--- config.mk ---
export PLATFORM = sky130hd
export DESIGN_NAME = lfr_top
export DESIGN_NICKNAME = d
export VERILOG_FILES = /design/src/rtl/lfr_pkg.sv /design/src/rtl/lfr_sticky_bank.sv /design/src/rtl/lfr_mode_ctl.sv /design/src/rtl/lfr_irq_gen.sv /design/src/rtl/lfr_top.sv
export SDC_FILE = /design/constraint.sdc
export NUM_CORES = 1
export LEC_CHECK = 0
export ABC_AREA = 0
export CORE_MARGIN = 2
export CORE_UTILIZATION = 28
export CTS_CLUSTER_SIZE = 40
export DETAILED_ROUTE_END_ITERATION = 8
export PLACE_DENSITY = 0.72
export SYNTH_ARGS = -nofsm -noshare
export SYNTH_HDL_FRONTEND = slang
export SYNTH_SLANG_ARGS = --single-unit
export TNS_END_PERCENT = 10
--- constraint.sdc ---
create_clock -name clk -period 1.05 [get_ports clk]
set_input_delay 0.105 -clock clk [delete_from_list [all_inputs] [get_ports clk]]
set_output_delay 0.105 -clock clk [all_outputs]
set_load 0.005 [all_outputs]
--- src/rtl/lfr_pkg.sv ---
package lfr_pkg;
  localparam int REG_W = 32;

  localparam int B_ILK    = 25;
  localparam int B_RSA    = 24;
  localparam int B_CABLE  = 23;
  localparam int B_PWR    = 22;
  localparam int B_CPH_B  = 21;
  localparam int B_CPH_A  = 20;
  localparam int B_HLT_B  = 19;
  localparam int B_HLT_A  = 18;
  localparam int B_MF_B   = 17;
  localparam int B_MF_A   = 16;
  localparam int B_WE_B   = 15;
  localparam int B_WE_A   = 14;
  localparam int B_RSBE   = 13;

  // bits that hold state
  localparam logic [REG_W-1:0] STAT_IMPL = 32'h03FF_E000;
  // bits whose interrupt contribution is gated by error-enable
  localparam logic [REG_W-1:0] STAT_GATED = 32'h03FF_C000;

  localparam int MODE_W = 3;
  localparam int CTRL_EN_BIT = 3;

  typedef enum logic [MODE_W-1:0] {
    MODE_OFF       = 3'b000,
    MODE_RS_SLAVE  = 3'b101,
    MODE_RS_MASTER = 3'b110,
    MODE_BAD       = 3'b111
  } link_mode_e;

  localparam logic ADDR_STAT = 1'b0;
  localparam logic ADDR_CTRL = 1'b1;
endpackage

--- src/rtl/lfr_sticky_bank.sv ---
module lfr_sticky_bank #(
  parameter int W = 32,
  parameter logic [W-1:0] IMPL = '1
) (
  input  logic         clk,
  input  logic         rst_n,
  input  logic [W-1:0] set_i,
  input  logic [W-1:0] clr_i,
  output logic [W-1:0] q_o
);
  for (genvar i = 0; i < W; i++) begin : g_bit
    if (IMPL[i]) begin : g_live
      logic q;
      always_ff @(posedge clk) begin
        if (!rst_n)        q <= 1'b0;
        else if (set_i[i]) q <= 1'b1;   // event beats clear
        else if (clr_i[i]) q <= 1'b0;
      end
      assign q_o[i] = q;

      assert_set_wins_R3: assert property (@(posedge clk) disable iff (!rst_n)
        set_i[i] |=> q_o[i]);
      assert_sticky_R2: assert property (@(posedge clk) disable iff (!rst_n)
        (q_o[i] && !clr_i[i]) |=> q_o[i]);
    end else begin : g_zero
      assign q_o[i] = 1'b0;
    end
  end
endmodule

--- src/rtl/lfr_mode_ctl.sv ---
module lfr_mode_ctl
  import lfr_pkg::*;
#(
  parameter int MW = MODE_W
) (
  input  logic          clk,
  input  logic          rst_n,
  input  logic          wr_i,
  input  logic [MW-1:0] wmode_i,
  input  logic          link_down_i,
  input  logic          abort_i,
  output logic [MW-1:0] mode_o
);
  logic [MW-1:0] mode_q, mode_d;

  always_comb begin
    mode_d = mode_q;
    if (link_down_i)                         mode_d = MODE_OFF;
    else if (abort_i)                        mode_d = MODE_OFF;
    else if (wr_i && wmode_i != MODE_BAD)    mode_d = wmode_i;
  end

  always_ff @(posedge clk) begin
    if (!rst_n) mode_q <= MODE_OFF;
    else        mode_q <= mode_d;
  end

  assign mode_o = mode_q;

  assert_mode_legal_R7: assert property (@(posedge clk) disable iff (!rst_n)
    mode_o != MODE_BAD);
  assert_down_forces_off_R9: assert property (@(posedge clk) disable iff (!rst_n)
    link_down_i |=> mode_o == MODE_OFF);
  assert_abort_off_R8: assert property (@(posedge clk) disable iff (!rst_n)
    abort_i |=> mode_o == MODE_OFF);
endmodule

--- src/rtl/lfr_irq_gen.sv ---
module lfr_irq_gen
  import lfr_pkg::*;
#(
  parameter int W = REG_W
) (
  input  logic         clk,
  input  logic         rst_n,
  input  logic [W-1:0] stat_i,
  input  logic         en_i,
  output logic         irq_o
);
  logic irq_q;
  logic gated_any;

  assign gated_any = |(stat_i & STAT_GATED);

  always_ff @(posedge clk) begin
    if (!rst_n) irq_q <= 1'b0;
    else        irq_q <= stat_i[B_RSBE] | (en_i & gated_any);
  end

  assign irq_o = irq_q;

  assert_sbe_irq_R10: assert property (@(posedge clk) disable iff (!rst_n)
    stat_i[B_RSBE] |=> irq_o);
  assert_quiet_R10: assert property (@(posedge clk) disable iff (!rst_n)
    (stat_i == '0) |=> !irq_o);
endmodule

--- src/rtl/lfr_top.sv ---
module lfr_top
  import lfr_pkg::*;
#(
  parameter int W  = REG_W,
  parameter int MW = MODE_W
) (
  input  logic          clk,
  input  logic          rst_n,
  input  logic          reg_wr_i,
  input  logic          reg_addr_i,
  input  logic [W-1:0]  reg_wdata_i,
  output logic [W-1:0]  reg_rdata_o,
  input  logic          ilk_err_i,
  input  logic          link_err_i,
  input  logic          cable_gone_i,
  input  logic          peer_pwr_gone_i,
  input  logic [1:0]    clk_phase_err_i,
  input  logic [1:0]    halt_req_i,
  input  logic [1:0]    wr_ecc_err_i,
  input  logic          rd_sbe_b_i,
  input  logic          rd_self_i,
  output logic [MW-1:0] link_mode_o,
  output logic [1:0]    mod_fail_o,
  output logic          irq_o
);
  logic [W-1:0] set_vec, clr_vec, stat;
  logic         in_resync, abort, link_down;
  logic         wr_stat, wr_ctrl;
  logic         err_en_q;

  assign wr_stat = reg_wr_i && (reg_addr_i == ADDR_STAT);
  assign wr_ctrl = reg_wr_i && (reg_addr_i == ADDR_CTRL);

  assign in_resync = (link_mode_o == MODE_RS_SLAVE) || (link_mode_o == MODE_RS_MASTER);
  assign abort     = link_err_i && in_resync;
  assign link_down = stat[B_CABLE] | stat[B_PWR];

  always_comb begin
    set_vec          = '0;
    set_vec[B_ILK]   = ilk_err_i;
    set_vec[B_RSA]   = abort;
    set_vec[B_CABLE] = cable_gone_i;
    set_vec[B_PWR]   = peer_pwr_gone_i;
    set_vec[B_CPH_B] = clk_phase_err_i[1];
    set_vec[B_CPH_A] = clk_phase_err_i[0];
    set_vec[B_HLT_B] = halt_req_i[1];
    set_vec[B_HLT_A] = halt_req_i[0];
    set_vec[B_MF_B]  = wr_ecc_err_i[1];
    set_vec[B_MF_A]  = wr_ecc_err_i[0];
    set_vec[B_WE_B]  = wr_ecc_err_i[1];
    set_vec[B_WE_A]  = wr_ecc_err_i[0];
    set_vec[B_RSBE]  = rd_sbe_b_i & ~rd_self_i;
  end

  assign clr_vec = wr_stat ? reg_wdata_i : '0;

  lfr_sticky_bank #(.W(W), .IMPL(STAT_IMPL)) u_bank (
    .clk(clk), .rst_n(rst_n), .set_i(set_vec), .clr_i(clr_vec), .q_o(stat)
  );

  lfr_mode_ctl #(.MW(MW)) u_mode (
    .clk(clk), .rst_n(rst_n), .wr_i(wr_ctrl && !link_down),
    .wmode_i(reg_wdata_i[MW-1:0]), .link_down_i(link_down),
    .abort_i(abort), .mode_o(link_mode_o)
  );

  always_ff @(posedge clk) begin
    if (!rst_n)       err_en_q <= 1'b0;
    else if (wr_ctrl) err_en_q <= reg_wdata_i[CTRL_EN_BIT];
  end

  lfr_irq_gen #(.W(W)) u_irq (
    .clk(clk), .rst_n(rst_n), .stat_i(stat), .en_i(err_en_q), .irq_o(irq_o)
  );

  assign mod_fail_o = {stat[B_MF_B], stat[B_MF_A]};

  always_comb begin
    reg_rdata_o = '0;
    if (reg_addr_i == ADDR_STAT) begin
      reg_rdata_o = stat;
    end else begin
      reg_rdata_o[MW-1:0]      = link_mode_o;
      reg_rdata_o[CTRL_EN_BIT] = err_en_q;
    end
  end

  assert_rsbe_self_R5: assert property (@(posedge clk) disable iff (!rst_n)
    (rd_sbe_b_i && !rd_self_i) |=> stat[B_RSBE]);
  assert_ecc_fail_R4: assert property (@(posedge clk) disable iff (!rst_n)
    wr_ecc_err_i[1] |=> mod_fail_o[1] && stat[B_WE_B]);
  assert_mode_write_blocked_R9: assert property (@(posedge clk) disable iff (!rst_n)
    (link_down && !abort) |=> link_mode_o == MODE_OFF);
  always_comb begin
    assert_unused_zero_R6: assert ((stat & ~STAT_IMPL) == '0);
  end
endmodule

==> results.py <==
metrics = {
    "pwr": {
        "powerDensity_nw_per_um2": 941,
        "total_power_w": 0.00162,
        "leakage_nw": 0.793,
        "vdd_ir_drop_max_mv": 0.478,
    },
    "synthesis": {
        "yosys-mux-area-fraction_pct": 0,
        "ys_types": 26,
        "syn-instance-count": 111,
        "synthAdderAreaFrac_pct": 0,
        "syn-cell-area_um2": 998,
        "ys_seq_area_share_pct": 36.1,
        "synth_compound_area_share_pct": 25.1,
        "synth_top_family_by_area": "compound AO/OA/AOI/OAI gates",
        "synth_xor_area_share_pct": 0.877,
        "synth_seq_cells": 18,
        "syn_avg_cell_area_um2": 9.00,
        "ys_warn_count": 0,
        "synthSimpleGateAreaFrac_pct": 22.2,
    },
    "run": {
        "maxCapViolations": 0,
    },
    "clock_tree": {
        "cts_tree": "built",
        "cts_hold_buffers": 0,
        "cts_sinks": 18,
        "path_clk_slew_ns": 0.11,
        "htree_levels": 1,
        "max-clock-path-buffers": 2,
        "cts_buffers": 3,
        "clock_latency_ns": 0.28,
        "cts-root-buf": "clkbuf_4",
    },
    "floorplanning": {
        "io_pins": 86,
        "die_height_um": 63.7,
        "core_area_um2": 3390,
        "fp.dieW_um": 63.7,
        "dieArea_um2": 4060,
        "core.rowCount": 21,
        "start_util_pct": 29.5,
    },
    "worst_setup_path": {
        "critPathMaxFanout": 4,
        "endpoint_kind": "flip-flop",
        "arrival_ns": 1.46,
        "cp_slowest_stage_delay_ns": 0.35,
        "crit_type": "reg2reg",
        "worstPathRequired_ns": 1.26,
        "slowest_stage": "or3b_1",
        "cp_cell_sequence": "buf_4, or3b_1, a31o_1, nor3_2",
        "crit_buf_inv": 1,
        "critPathTopFamily": "simple AND/OR/NAND/NOR gates",
        "start_kind": "flip-flop",
    },
    "cells_and_area": {
        "fin_util_pct": 50.7,
        "drive_above_1_share_pct": 38.9,
        "antenna_cells": 0,
        "final_net_count": 234,
        "syn_to_final_growth_pct": 72.1,
        "fin_area_um2": 1720,
    },
    "placement": {
        "dp_hpwl_um": 2170,
        "numPortBuffers": 55,
        "place_congestion": 0.811,
        "placed_cell_area_um2": 1610,
    },
    "sta": {
        "hold_viol": 0,
        "setup_slack_ns": -0.193,
        "maxSlewViolCount": 0,
        "fmax_mhz": 804,
        "rsz0062_at_grt": "yes",
        "min_period_ns": 1.24,
        "fin_skew_ns": 0.00289,
        "post-route-period-util_pct": 118,
        "finalSetupViolations": 5,
    },
    "detailed_routing": {
        "wl_per_cell_um": 12.2,
        "antenna_left": 0,
        "viasPerCell": 4.37,
        "drt_pre_antenna_iters": 6,
        "vias": 1010,
        "remaining_drc_errors": 0,
        "drt_iter0_drc": 10,
        "wl_um": 2820,
    },
    "run_status": {
        "status": "complete, but fails checks",
        "violations": "setup timing",
    },
    "global_route": {
        "antenna_found_initial": 0,
        "grt_max_degree": 16,
        "gr-total-overflow": 0,
        "grt_pass1_vias": 1005,
        "grt_pass1_wl_um": 4330,
        "track_usage_pct": 13.5,
    },
    "worst_hold_path": {
        "hold_path_class": "in2reg",
    },
}
-- timing repair --
action | 4_1_cts | 5_1_grt
gates cloned | 1 | 0
buffers inserted | 10 | 0
hold endpoints to repair | 0 | 0
resized for setup | 100 | 4
pin swaps | 3 | 1
endpoints found under the setup margin | 40 | 15
-- flip-flops by register name (all words and copies together), names as in the netlist --
name,count
u_mode.mode_o,3
u_irq.irq_o,1
err_en_q,1
u_bank.g_bit.g_live.q,13
-- per-layer routing --
metal	global-route usage, %	routed length [um]	up-vias
met4	4.89	54	0
met3	3.39	250	7
li1	-	-	502
met1	14.3	1100	445
met5	0	0	-
met2	25.3	1420	56
-- worst register-to-register path: cells and delay by family, from the launching register on --
family / cells / cell delay [ns]
AO/OA/AOI/OAI: 1 / 0.23
flip-flops: 1 / 0.33
AND/OR/NAND/NOR: 2 / 0.47
buffers and inverters: 1 / 0.14
-- layout make-up --
| type | instances | area (um^2) |
|---|---|---|
| fillers | 354 | 1670 |
| repair buffers | 77 | 658 |
| multi-input cells | 85 | 581 |
| flip-flops and latches | 18 | 382 |
| well taps | 46 | 57.6 |
| clock buffers | 4 | 36.3 |
| inverters | 1 | 3.75 |
-- kinds of logic (layout without fill, tap and decap cells) --
| family | count (synthesis) | after routing |
|---|---|---|
| other cells | 1 | 15 |
| compound gates | 34 | 34 |
| xor+xnor | 1 | 1 |
| simple gates | 35 | 35 |
| buf+inv | 22 | 82 |
| flops | 18 | 18 |
-- cells in the final DEF, fill, tap and decap left out, types with 2 or more instances in the layout --
master and n:
clkdlybuf4s50_1 31, buf_4 21, dfxtp_2 17, buf_2 16
conb_1 15, a21boi_1 14, o21a_1 14, nor2b_1 10
nor2b_4 4, and2_1 4, nand3_1 3, a21oi_1 3
clkbuf_4 3, dlygate4sd2_1 3, nand2_1 2, nor4_1 2
nor2_1 2, nor3_2 2, clkbuf_2 2
-- per-stage QoR --
step / setup slack, ns / hold slack [ns] / setup TNS (ns) / std cells
2_1_floorplan: -0.0115 / 0.222 / -0.0115 / 125
3_3_place_gp: -0.449 / 0.548 / -12.52 / 216
3_5_place_dp: -0.476 / 0.562 / -12.83 / 216
4_1_cts: -0.193 / 0.378 / -0.758 / 231
5_1_grt: -0.214 / 0.393 / -0.936 / 231
6_report: -0.193 / 0.390 / -0.691 / 231
-- power by group --
part	leakage, nW	internal [W]	switching (W)
sequential	0.154	0.000730	0.0000231
clock	0.0210	0.000211	0.000212
combinational	0.618	0.000286	0.000155
total	0.793	0.00123	0.000391
-- cells in the mapped netlist (all sizes together) --
library cell	count	area share (%)
xor2	1	0.88
and2	4	2.5
a31oi	1	0.63
a31o	1	0.88
a21boi	14	11
a21bo	1	1.0
nor2b	15	9.4
a21oi	3	1.5
nor2	2	0.75
nor3	2	1.5
and4bb	1	1.3
or3b	1	0.88
dfxtp	18	36
dlygate4sd1	1	0.88
conb	1	0.38
and3	1	0.63
buf	19	14
nand3	3	1.5
nand4bb	1	1.1
inv	1	0.38
nand2	2	0.75
o21a	14	11
nor4	3	1.9
clkbuf	1	0.38
-- path summary, 6_finish.rpt --
kind                                                        startpoint                             to  slack (ns)  cells past startpoint
worst max register to register  u_bank.g_bit[22].g_live.q$_SDFFE_PN0P_  u_mode.mode_o[2]$_SDFFE_PP0P_       -0.19                      4
worst max-delay path            u_bank.g_bit[22].g_live.q$_SDFFE_PN0P_  u_mode.mode_o[2]$_SDFFE_PP0P_       -0.19                      4
worst min register to register  u_bank.g_bit[13].g_live.q$_SDFFE_PN0P_         u_irq.irq_o$_SDFF_PN0_        0.57                      2
worst min-delay path                                    reg_wdata_i[3]          err_en_q$_SDFFE_PN0N_        0.39                      3
No activity file was read; power rests on OpenSTA's default activity.
